[config.mk]
export PLATFORM = sky130hd
export DESIGN_NAME = buscol_guard
export DESIGN_NICKNAME = d
export VERILOG_FILES = /design/src/rtl/buscol_pkg.sv /design/src/rtl/buscol_rxsync.sv /design/src/rtl/buscol_detect.sv /design/src/rtl/buscol_txctl.sv /design/src/rtl/buscol_startgate.sv /design/src/rtl/buscol_guard.sv
export SDC_FILE = /design/constraint.sdc
export NUM_CORES = 1
export LEC_CHECK = 0
export BUFFER_PORTS_ARGS = -buffer_cell sky130_fd_sc_hd__buf_2
export CAP_MARGIN = 40
export CORE_AREA = 2 2 39 41
export DETAILED_ROUTE_END_ITERATION = 16
export DIE_AREA = 0 0 41 43
export PLACE_DENSITY_LB_ADDON = 0.05
export SYNTH_ARGS = -nofsm -noshare
export SYNTH_HDL_FRONTEND = slang
export SYNTH_SLANG_ARGS = --single-unit
[constraint.sdc]
create_clock -name clk -period 1.15 [get_ports clk]
set_clock_uncertainty 0.1 [all_clocks]
set_input_delay 0.115 -clock clk [delete_from_list [all_inputs] [get_ports clk]]
set_output_delay 0.115 -clock clk [all_outputs]
set_load 0.1 [all_outputs]
[src/rtl/buscol_pkg.sv]
package buscol_pkg;
  typedef enum logic {
    SRC_XFER  = 1'b0,
    SRC_TIMER = 1'b1
  } samp_src_e;

  localparam logic LINE_IDLE = 1'b1;
endpackage

[src/rtl/buscol_rxsync.sv]
module buscol_rxsync #(
  parameter int STAGES = 2
) (
  input  logic clk,
  input  logic rst_n,
  input  logic rx_pin,
  output logic rx_s,
  output logic rx_fall
);
  import buscol_pkg::*;
  localparam int SW = (STAGES < 2) ? 2 : STAGES;

  logic [SW-1:0] sr;
  logic          prev;

  always_ff @(posedge clk or negedge rst_n) begin
    if (!rst_n) begin
      sr   <= {SW{LINE_IDLE}};
      prev <= LINE_IDLE;
    end else begin
      sr   <= {sr[SW-2:0], rx_pin};
      prev <= sr[SW-1];
    end
  end

  assign rx_s    = sr[SW-1];
  assign rx_fall = prev & ~sr[SW-1];

  AST_FALL_AFTER_HIGH: assert property (@(posedge clk) disable iff (!rst_n)
    rx_fall |-> $past(rx_s));
endmodule

[src/rtl/buscol_detect.sv]
module buscol_detect (
  input  logic clk,
  input  logic rst_n,
  input  logic samp_sel,
  input  logic xfer_rise,
  input  logic tmr_uflow,
  input  logic tx_line,
  input  logic rx_s,
  input  logic tx_en,
  input  logic tx_active,
  input  logic col_clr,
  output logic col_flag
);
  import buscol_pkg::*;

  logic strobe;
  logic hit;

  always_comb begin
    strobe = (samp_src_e'(samp_sel) == SRC_TIMER) ? tmr_uflow : xfer_rise;
    hit    = strobe & tx_en & tx_active & (tx_line ^ rx_s);
  end

  always_ff @(posedge clk or negedge rst_n) begin
    if (!rst_n)       col_flag <= 1'b0;
    else if (hit)     col_flag <= 1'b1;
    else if (col_clr) col_flag <= 1'b0;
  end

  AST_FLAG_NEEDS_ENABLE: assert property (@(posedge clk) disable iff (!rst_n)
    $rose(col_flag) |-> $past(tx_en && tx_active));
  AST_FLAG_STICKY: assert property (@(posedge clk) disable iff (!rst_n)
    (col_flag && !col_clr) |=> col_flag);
endmodule

[src/rtl/buscol_txctl.sv]
module buscol_txctl (
  input  logic clk,
  input  logic rst_n,
  input  logic txen_set,
  input  logic txen_clr,
  input  logic auto_clr_en,
  input  logic col_flag,
  output logic tx_en
);
  logic drop;

  assign drop = txen_clr | (auto_clr_en & col_flag);

  always_ff @(posedge clk or negedge rst_n) begin
    if (!rst_n)        tx_en <= 1'b0;
    else if (drop)     tx_en <= 1'b0;
    else if (txen_set) tx_en <= 1'b1;
  end

  AST_AUTO_DROP: assert property (@(posedge clk) disable iff (!rst_n)
    (auto_clr_en && col_flag) |=> !tx_en);
  AST_CLEAR_WINS: assert property (@(posedge clk) disable iff (!rst_n)
    txen_clr |=> !tx_en);
endmodule

[src/rtl/buscol_startgate.sv]
module buscol_startgate (
  input  logic clk,
  input  logic rst_n,
  input  logic start_sync_en,
  input  logic tx_en,
  input  logic start_req,
  input  logic rx_fall,
  output logic start_pend,
  output logic tx_start
);
  logic rel_sync;
  logic rel_direct;

  always_comb begin
    rel_sync   = start_sync_en & tx_en & start_pend & rx_fall;
    rel_direct = ~start_sync_en & tx_en & start_req;
  end

  always_ff @(posedge clk or negedge rst_n) begin
    if (!rst_n) begin
      start_pend <= 1'b0;
      tx_start   <= 1'b0;
    end else begin
      tx_start <= rel_sync | rel_direct;
      if (!start_sync_en || !tx_en) start_pend <= 1'b0;
      else if (rel_sync)            start_pend <= 1'b0;
      else if (start_req)           start_pend <= 1'b1;
    end
  end

  AST_NO_START_WHILE_OFF: assert property (@(posedge clk) disable iff (!rst_n)
    !tx_en |=> !tx_start);
  AST_PEND_WAITS: assert property (@(posedge clk) disable iff (!rst_n)
    (start_pend && start_sync_en && tx_en && !rx_fall) |=> (start_pend && !tx_start));
endmodule

[src/rtl/buscol_guard.sv]
module buscol_guard #(
  parameter int SYNC_STAGES = 2
) (
  input  logic clk,
  input  logic rst_n,
  input  logic tx_line,
  input  logic rx_pin,
  input  logic xfer_rise,
  input  logic tmr_uflow,
  input  logic samp_sel,
  input  logic auto_clr_en,
  input  logic start_sync_en,
  input  logic tx_active,
  input  logic txen_set,
  input  logic txen_clr,
  input  logic col_clr,
  input  logic start_req,
  output logic tx_en,
  output logic col_irq,
  output logic start_pend,
  output logic tx_start
);
  logic rx_s;
  logic rx_fall;

  buscol_rxsync #(.STAGES(SYNC_STAGES)) u_sync (
    .clk(clk), .rst_n(rst_n), .rx_pin(rx_pin), .rx_s(rx_s), .rx_fall(rx_fall)
  );

  buscol_detect u_det (
    .clk(clk), .rst_n(rst_n), .samp_sel(samp_sel), .xfer_rise(xfer_rise),
    .tmr_uflow(tmr_uflow), .tx_line(tx_line), .rx_s(rx_s), .tx_en(tx_en),
    .tx_active(tx_active), .col_clr(col_clr), .col_flag(col_irq)
  );

  buscol_txctl u_txen (
    .clk(clk), .rst_n(rst_n), .txen_set(txen_set), .txen_clr(txen_clr),
    .auto_clr_en(auto_clr_en), .col_flag(col_irq), .tx_en(tx_en)
  );

  buscol_startgate u_gate (
    .clk(clk), .rst_n(rst_n), .start_sync_en(start_sync_en), .tx_en(tx_en),
    .start_req(start_req), .rx_fall(rx_fall), .start_pend(start_pend),
    .tx_start(tx_start)
  );

  AST_RESET_QUIET: assert property (@(posedge clk) disable iff (!rst_n)
    $rose(rst_n) |-> (!col_irq && !tx_en && !start_pend && !tx_start));
endmodule

==> impl_metrics.csv, run 1 <==
group,metric,value,unit
power,switchingPower,0.181,mW
worst_setup_path,crit_path_max_incr_delay,0.50,ns
timing,setup_viol,0,
synthesis,synth.area.top_cells,"dfrtp_1, dfstp_2, o2111a_1",
synthesis,ys_seq_elements,7,
power,switching_share,0.278,
status,status,"finished, final reports clean",
job,drv_cap,0,
timing,layout_worst_path_cycle_share,0.985,
worst_setup_path,start_kind,"register",
worst_setup_path,critPathTopFamily,"flip-flops",
clocking,cts_buffers,3,
power,clkPwrFrac,0.331,
floorplan,dieArea,1760,um2
synthesis,synthDistinctLibCells,14,
worst_setup_path,worst-setup-path-type,"reg2out",
clocking,cts_resized,0,
synthesis,synth_cells,19,
synthesis,syn-num-nets,33,
final_layout,final_cell_mix,"buf_2, dlygate4sd3_1, buf_12, clkbuf_4, dfstp_2",
synthesis,yosysWarnings,0,
final_layout,diodes,0,
clocking,clk_pin_slew_worst_paths,0.05,ns
drt,drc,0,
clocking,clock_sink_count,7,
synthesis,syn_area,267,um2
timing,slew_violations,0,
synthesis,synthXorXnorAreaFrac,0.0329,
worst_setup_path,r2r_end,"u_txen.tx_en",
floorplan,ioPinCount,18,
drt,totalWireLength,714,um
synthesis,synth_top_family_by_area,"compound AO/OA/AOI/OAI gates",
synthesis,synth_area_per_cell,14.0,um2
power,totalPowerFinal,0.650,mW
worst_setup_path,crit_arrival,0.92,ns
clocking,h-tree-depth,1,
timing,hold_violations,0,
worst_setup_path,critPathSlowestCell,"dfrtp_4",
final_layout,final_common_cell,"buf_2",
worst_setup_path,crit_chain,"buf_12",
grt,use_met3,0.0785,
drt,drt_iter0_drc,1,
timing,min_period,1.13,ns
clocking,clockRootBuffer,"clkbuf_4",
power,p_int,0.470,mW
synthesis,yosysTopAreaCell,"dfrtp_1",
synthesis,synth_compound_area_frac,0.131,
grt,grt_pass1_vias,263,
floorplan,core_area,1380,um2
clocking,cts_tree,"built",
grt,overflow,0,
drt,avgViaCountPerCell,3.98,
grt,grt_pass1_wl,1050,um
power,p_leak,0.231,nW
floorplan,initial_core_util,0.193,
worst_setup_path,startpoint,"u_gate.start_pend",
synthesis,synthMuxAreaShare,0.0376,
worst_setup_path,endpoint_kind,"primary output",
final_layout,area_growth_syn_to_layout,96.7,%
power,peakVddDrop,0.000669,V
grt,grt_max_degree,8,
drt,dr.pass1.iters,4,
grt,grtUsageTotal,0.0963,
grt,antenna_found_initial,0,
synthesis,synthDominantCellAreaShare,0.376,
timing,max_freq,0.882,GHz
worst_setup_path,endpoint,"start_pend",
grt,busiest_layer,"met2",
worst_setup_path,reg2reg_setup_slack,0.10,ns
clocking,worstSkewPairLatency,0.25,ns
worst_setup_path,critPathBufInv,1,
drt,wl_per_cell,11.5,um
worst_setup_path,worstPathMaxFanout,4,
synthesis,synth_adder_area_share,0,
place,dpl_worst_slack,0.111,ns
timing,fin_ws,0.0168,ns
place,io_buffers,17,
grt,use_met2,0.163,
worst_setup_path,r2r-start,"u_txen.tx_en",
drt,vias,247,
synthesis,synthSimpleGateAreaFrac,0.113,
drt,ant_nets,0,
power,pwr-share-seq,0.430,
worst_setup_path,worst_ep_required_time,0.94,ns
power,power_density,1240,nW/um2
worst_setup_path,cp.depth,1,
floorplan,rows,14,
worst_hold_path,hold_path_class,"in2reg",
floorplan,die_w,41,um
place,place_congestion,0.699,
floorplan,dieHeight,43,um
timing,rsz0062_at_grt,"true",
timing,max_slew_margin,0.846,
final_layout,finalNetCount,61,
power,p_comb_frac,0.239,
synthesis,synth_seq_area_share,0.671,
grt,met1_usage,0.0831,
worst_hold_path,hold_depth,3,
final_layout,fillers,141,
worst_setup_path,rr_worst_depth,3,
final_layout,drive_gt1_frac,0.587,
clocking,cts_buffer_depth,2,
timing,worstMarginPinSlew,0.229,ns
routing by layer:
layer	wire length, um	vias to the layer above
li1	-	123
met1	248	113
met2	401	11
met3	64	0
met4	0	0
met5	0	-
cells by family (layout without fill, tap and decap cells):
group                  count (synthesis)  count (layout)
buffers and inverters                  1              28
AND/OR/NAND/NOR                        5               5
multiplexers                           1               1
flip-flops                             7               7
AO/OA/AOI/OAI                          4               4
XOR/XNOR                               1               1
flip-flops by register name (all words and copies together) (netlist names):
register,flops
u_sync.sr,2
u_det.col_flag,1
u_gate.start_pend,1
u_gate.tx_start,1
u_sync.prev,1
u_txen.tx_en,1
timing repair:
item	4_1_cts	5_1_grt
setup buffers	1	0
hold buffers	5	0
endpoints found under the hold margin	10	0
setup endpoints to repair	1	1
Yosys cell counts:
cell type  count
o32ai_1        1
dfstp_2        3
nand2b_1       1
dfrtp_1        4
mux2i_1        1
xnor2_1        1
inv_1          1
a21boi_0       1
nand2_1        1
nand3b_1       1
a211oi_1       1
nand4b_1       1
o2111a_1       1
nor2_1         1
cell type report:
class                           count  area [um2]  area share
Multi-Input combinational cell     11        83.8       0.160
Inverter                            1        3.75     0.00716
Sequential cell                     7         188       0.358
Tap cell                           16        20.0      0.0382
Clock buffer                        4        26.3      0.0501
Timing Repair Buffer               23         203       0.387
worst min path at each step:
stage | to | from | slack (ns)
finish | u_det.col_flag | tx_active | 0.03
global route | u_gate.start_pend | start_sync_en | 0.03
CTS | u_det.col_flag | tx_active | 0.02
detailed placement | u_txen.tx_en | rst_n | -0.14
global placement | u_txen.tx_en | rst_n | -0.14
floorplan | u_det.col_flag | rst_n | -0.28
power groups by stage:
stage	Combinational [mW]	Clock (mW)	Sequential, mW
floorplan	0.0159	0	0.336
global placement	0.135	0	0.286
detailed placement	0.136	0	0.287
CTS	0.157	0.229	0.280
global route	0.164	0.243	0.281
finish	0.156	0.215	0.280
stage by stage:
step,TNS (ns),hold WS (ns),utilization,cells,cell area (um2)
6_report,0,0.0278,0.379,62,524
2_1_floorplan,0,-0.281,-,19,275
3_5_place_dp,0,-0.143,0.318,52,440
3_3_place_gp,0,-0.144,0.318,52,440
5_1_grt,-0.00907,0.0324,0.379,62,524
4_1_cts,0,0.0197,0.379,62,524
No activity file was read; power rests on OpenSTA's default activity.
==> run 2, diff against run 1 <==
--- a/config.mk
+++ b/config.mk
@@ -11,6 +11,7 @@
 export DETAILED_ROUTE_END_ITERATION = 16
 export DIE_AREA = 0 0 41 43
 export PLACE_DENSITY_LB_ADDON = 0.05
+export REMOVE_ABC_BUFFERS = 1
 export SYNTH_ARGS = -nofsm -noshare
 export SYNTH_HDL_FRONTEND = slang
 export SYNTH_SLANG_ARGS = --single-unit
==> run 2 against run 1 <==
  * Global-route usage is 0.90 points lower
  * First-iteration DRC count rose to 3.0 times the previous value
  * Sequential share of layout area shrank 0.42 points
  * Register-to-register slack improved by 0.03 ns
  * Cell area is 2.9% lower
  * Via count shrank 2.0%
  * Die area unchanged
  * Power down 0.44%
  * Largest cell class unchanged
  * Worst setup slack improved by 0.035 ns
  * Clock power is 2% higher
  * Sequential cell count is the same
  * Largest power group unchanged
  * Non-clock buffer count down 1
  * Highest routed layer unchanged
==> impl_metrics.csv, run 2 (same netlist as run 1, synthesis figures left out) <==
group,metric,value,unit
status,status,"finished, final reports clean",
drt,ant_nets,0,
clocking,clk_pin_slew_worst_paths,0.05,ns
grt,overflow,0,
timing,hold_ws,0.0314,ns
timing,setup_viol,0,
final_layout,drive_gt1_frac,0.533,
final_layout,area_growth_syn_to_layout,91.1,%
worst_setup_path,critPathSlowestCell,"dfrtp_1",
worst_setup_path,worstPathMaxFanout,4,
clocking,postCtsSetupBuffers,0,
timing,setup_tns,0,ns
worst_setup_path,crit_path_max_incr_delay,0.43,ns
grt,grt_max_degree,8,
final_layout,finalNetCount,60,
clocking,cts_tree,"built",
final_layout,diodes,0,
place,place_congestion,0.718,
floorplan,dieHeight,43,um
final_layout,final_common_cell,"buf_2",
final_layout,largest_reg_flops,2,
grt,grt_pass1_wl,924,um
worst_setup_path,crit_arrival,0.88,ns
floorplan,core_area,1380,um2
clocking,clock_sink_count,7,
grt,antenna_found_initial,0,
final_layout,final_cell_mix,"buf_2, dlygate4sd3_1, buf_12",
timing,worstMarginPinSlew,0.207,ns
timing,hold_violations,0,
worst_setup_path,endpoint_kind,"primary output",
drt,drt_iter0_drc,3,
clocking,cts_buffer_depth,2,
grt,grt_pass1_vias,234,
timing,rsz0062_at_grt,"false",
drt,drc,0,
final_layout,top_register,"u_sync.sr",
worst_setup_path,critPathTopFamily,"flip-flops",
worst_setup_path,worst_ep_required_time,0.94,ns
timing,fin_ws,0.0522,ns
timing,layout_worst_path_cycle_share,0.955,
drt,avgViaCountPerCell,3.97,
power,peakVddDrop,0.000805,V
drt,vias,242,
place,io_buffers,17,
worst_hold_path,hold_path_class,"in2reg",
floorplan,ioPinCount,18,
worst_setup_path,critPathBufInv,1,
grt,grtUsageTotal,0.0873,
place,hpwl,534,um
timing,slew_violations,0,
worst_setup_path,crit_chain,"buf_12",
clocking,clockRootBuffer,"clkbuf_4",
power,p_leak,0.229,nW
job,drv_cap,0,
floorplan,rows,14,
place,dpl_worst_slack,0.132,ns
floorplan,die_w,41,um
clocking,h-tree-depth,1,
floorplan,initial_core_util,0.193,
clocking,worstSkewPairLatency,0.25,ns
drt,wl_per_cell,10.8,um
drt,totalWireLength,658,um
worst_setup_path,start_kind,"register",
timing,min_period,1.10,ns
worst_setup_path,worst-setup-path-type,"reg2out",
floorplan,dieArea,1760,um2
timing,max_slew_margin,0.861,
timing,max_freq,0.911,GHz
clocking,cts_buffers,3,
drt,dr.pass1.iters,4,
power,power_density,1270,nW/um2
-- run 2: changes by cell type in the layout (fill, tap and decap cells not counted) --
| cell | delta |
|---|---|
| dfrtp_1 | +2 |
| dfrtp_4 | -2 |
| buf_4 | -1 |
-- run 2: repair_timing --
item | CTS | global route
endpoints found under the setup margin | 1 | 0
hold endpoints to repair | 10 | 0
gates resized for setup | 1 | 0
hold buffers | 5 | 0
-- run 2: area by class of cell --
cell class	count	area, um2
fill	140	875
timing repair buffer	22	195
sequential	7	180
multi-input combinational	11	83.8
clock buffer	4	26.3
tap	16	20.0
inverter	1	3.75
-- run 2: path summary, 6_finish.rpt --
path,start,to,slack [ns],depth (start not counted)
worst min-delay path,start_sync_en,u_gate.start_pend,0.03,2
min in group asynchronous,rst_n,u_det.col_flag,0.12,2
worst max-delay path,u_gate.start_pend,start_pend,0.05,1
worst min register to register,u_sync.sr[0],u_sync.sr[1],0.26,0
worst max register to register,u_sync.sr[1],u_det.col_flag,0.13,2
max in group asynchronous,rst_n,u_sync.sr[0],0.60,2
-- run 2: where the power goes --
| group | switching, mW | total, mW | internal (mW) |
|---|---|---|---|
| Combinational | 0.0809 | 0.148 | 0.0669 |
| Sequential | 0.0150 | 0.280 | 0.265 |
| Clock | 0.0879 | 0.220 | 0.132 |
| Total | 0.184 | 0.648 | 0.464 |
-- run 2: routing by layer --
metal	global-route usage	vias up	part of all wire
met4	0.0400	0	0
met3	0.0628	0	0.093
met1	0.0700	110	0.38
met2	0.147	11	0.53
met5	0	-	0
li1	-	121	-
-- run 2: stage by stage --
step / area (um2) / util / total power [mW] / cells
floorplan: 267 / - / 0.348 / 19
global placement: 432 / 0.312 / 0.417 / 52
detailed placement: 432 / 0.312 / 0.419 / 52
CTS: 509 / 0.368 / 0.660 / 61
global route: 509 / 0.368 / 0.684 / 61
finish: 509 / 0.368 / 0.648 / 61
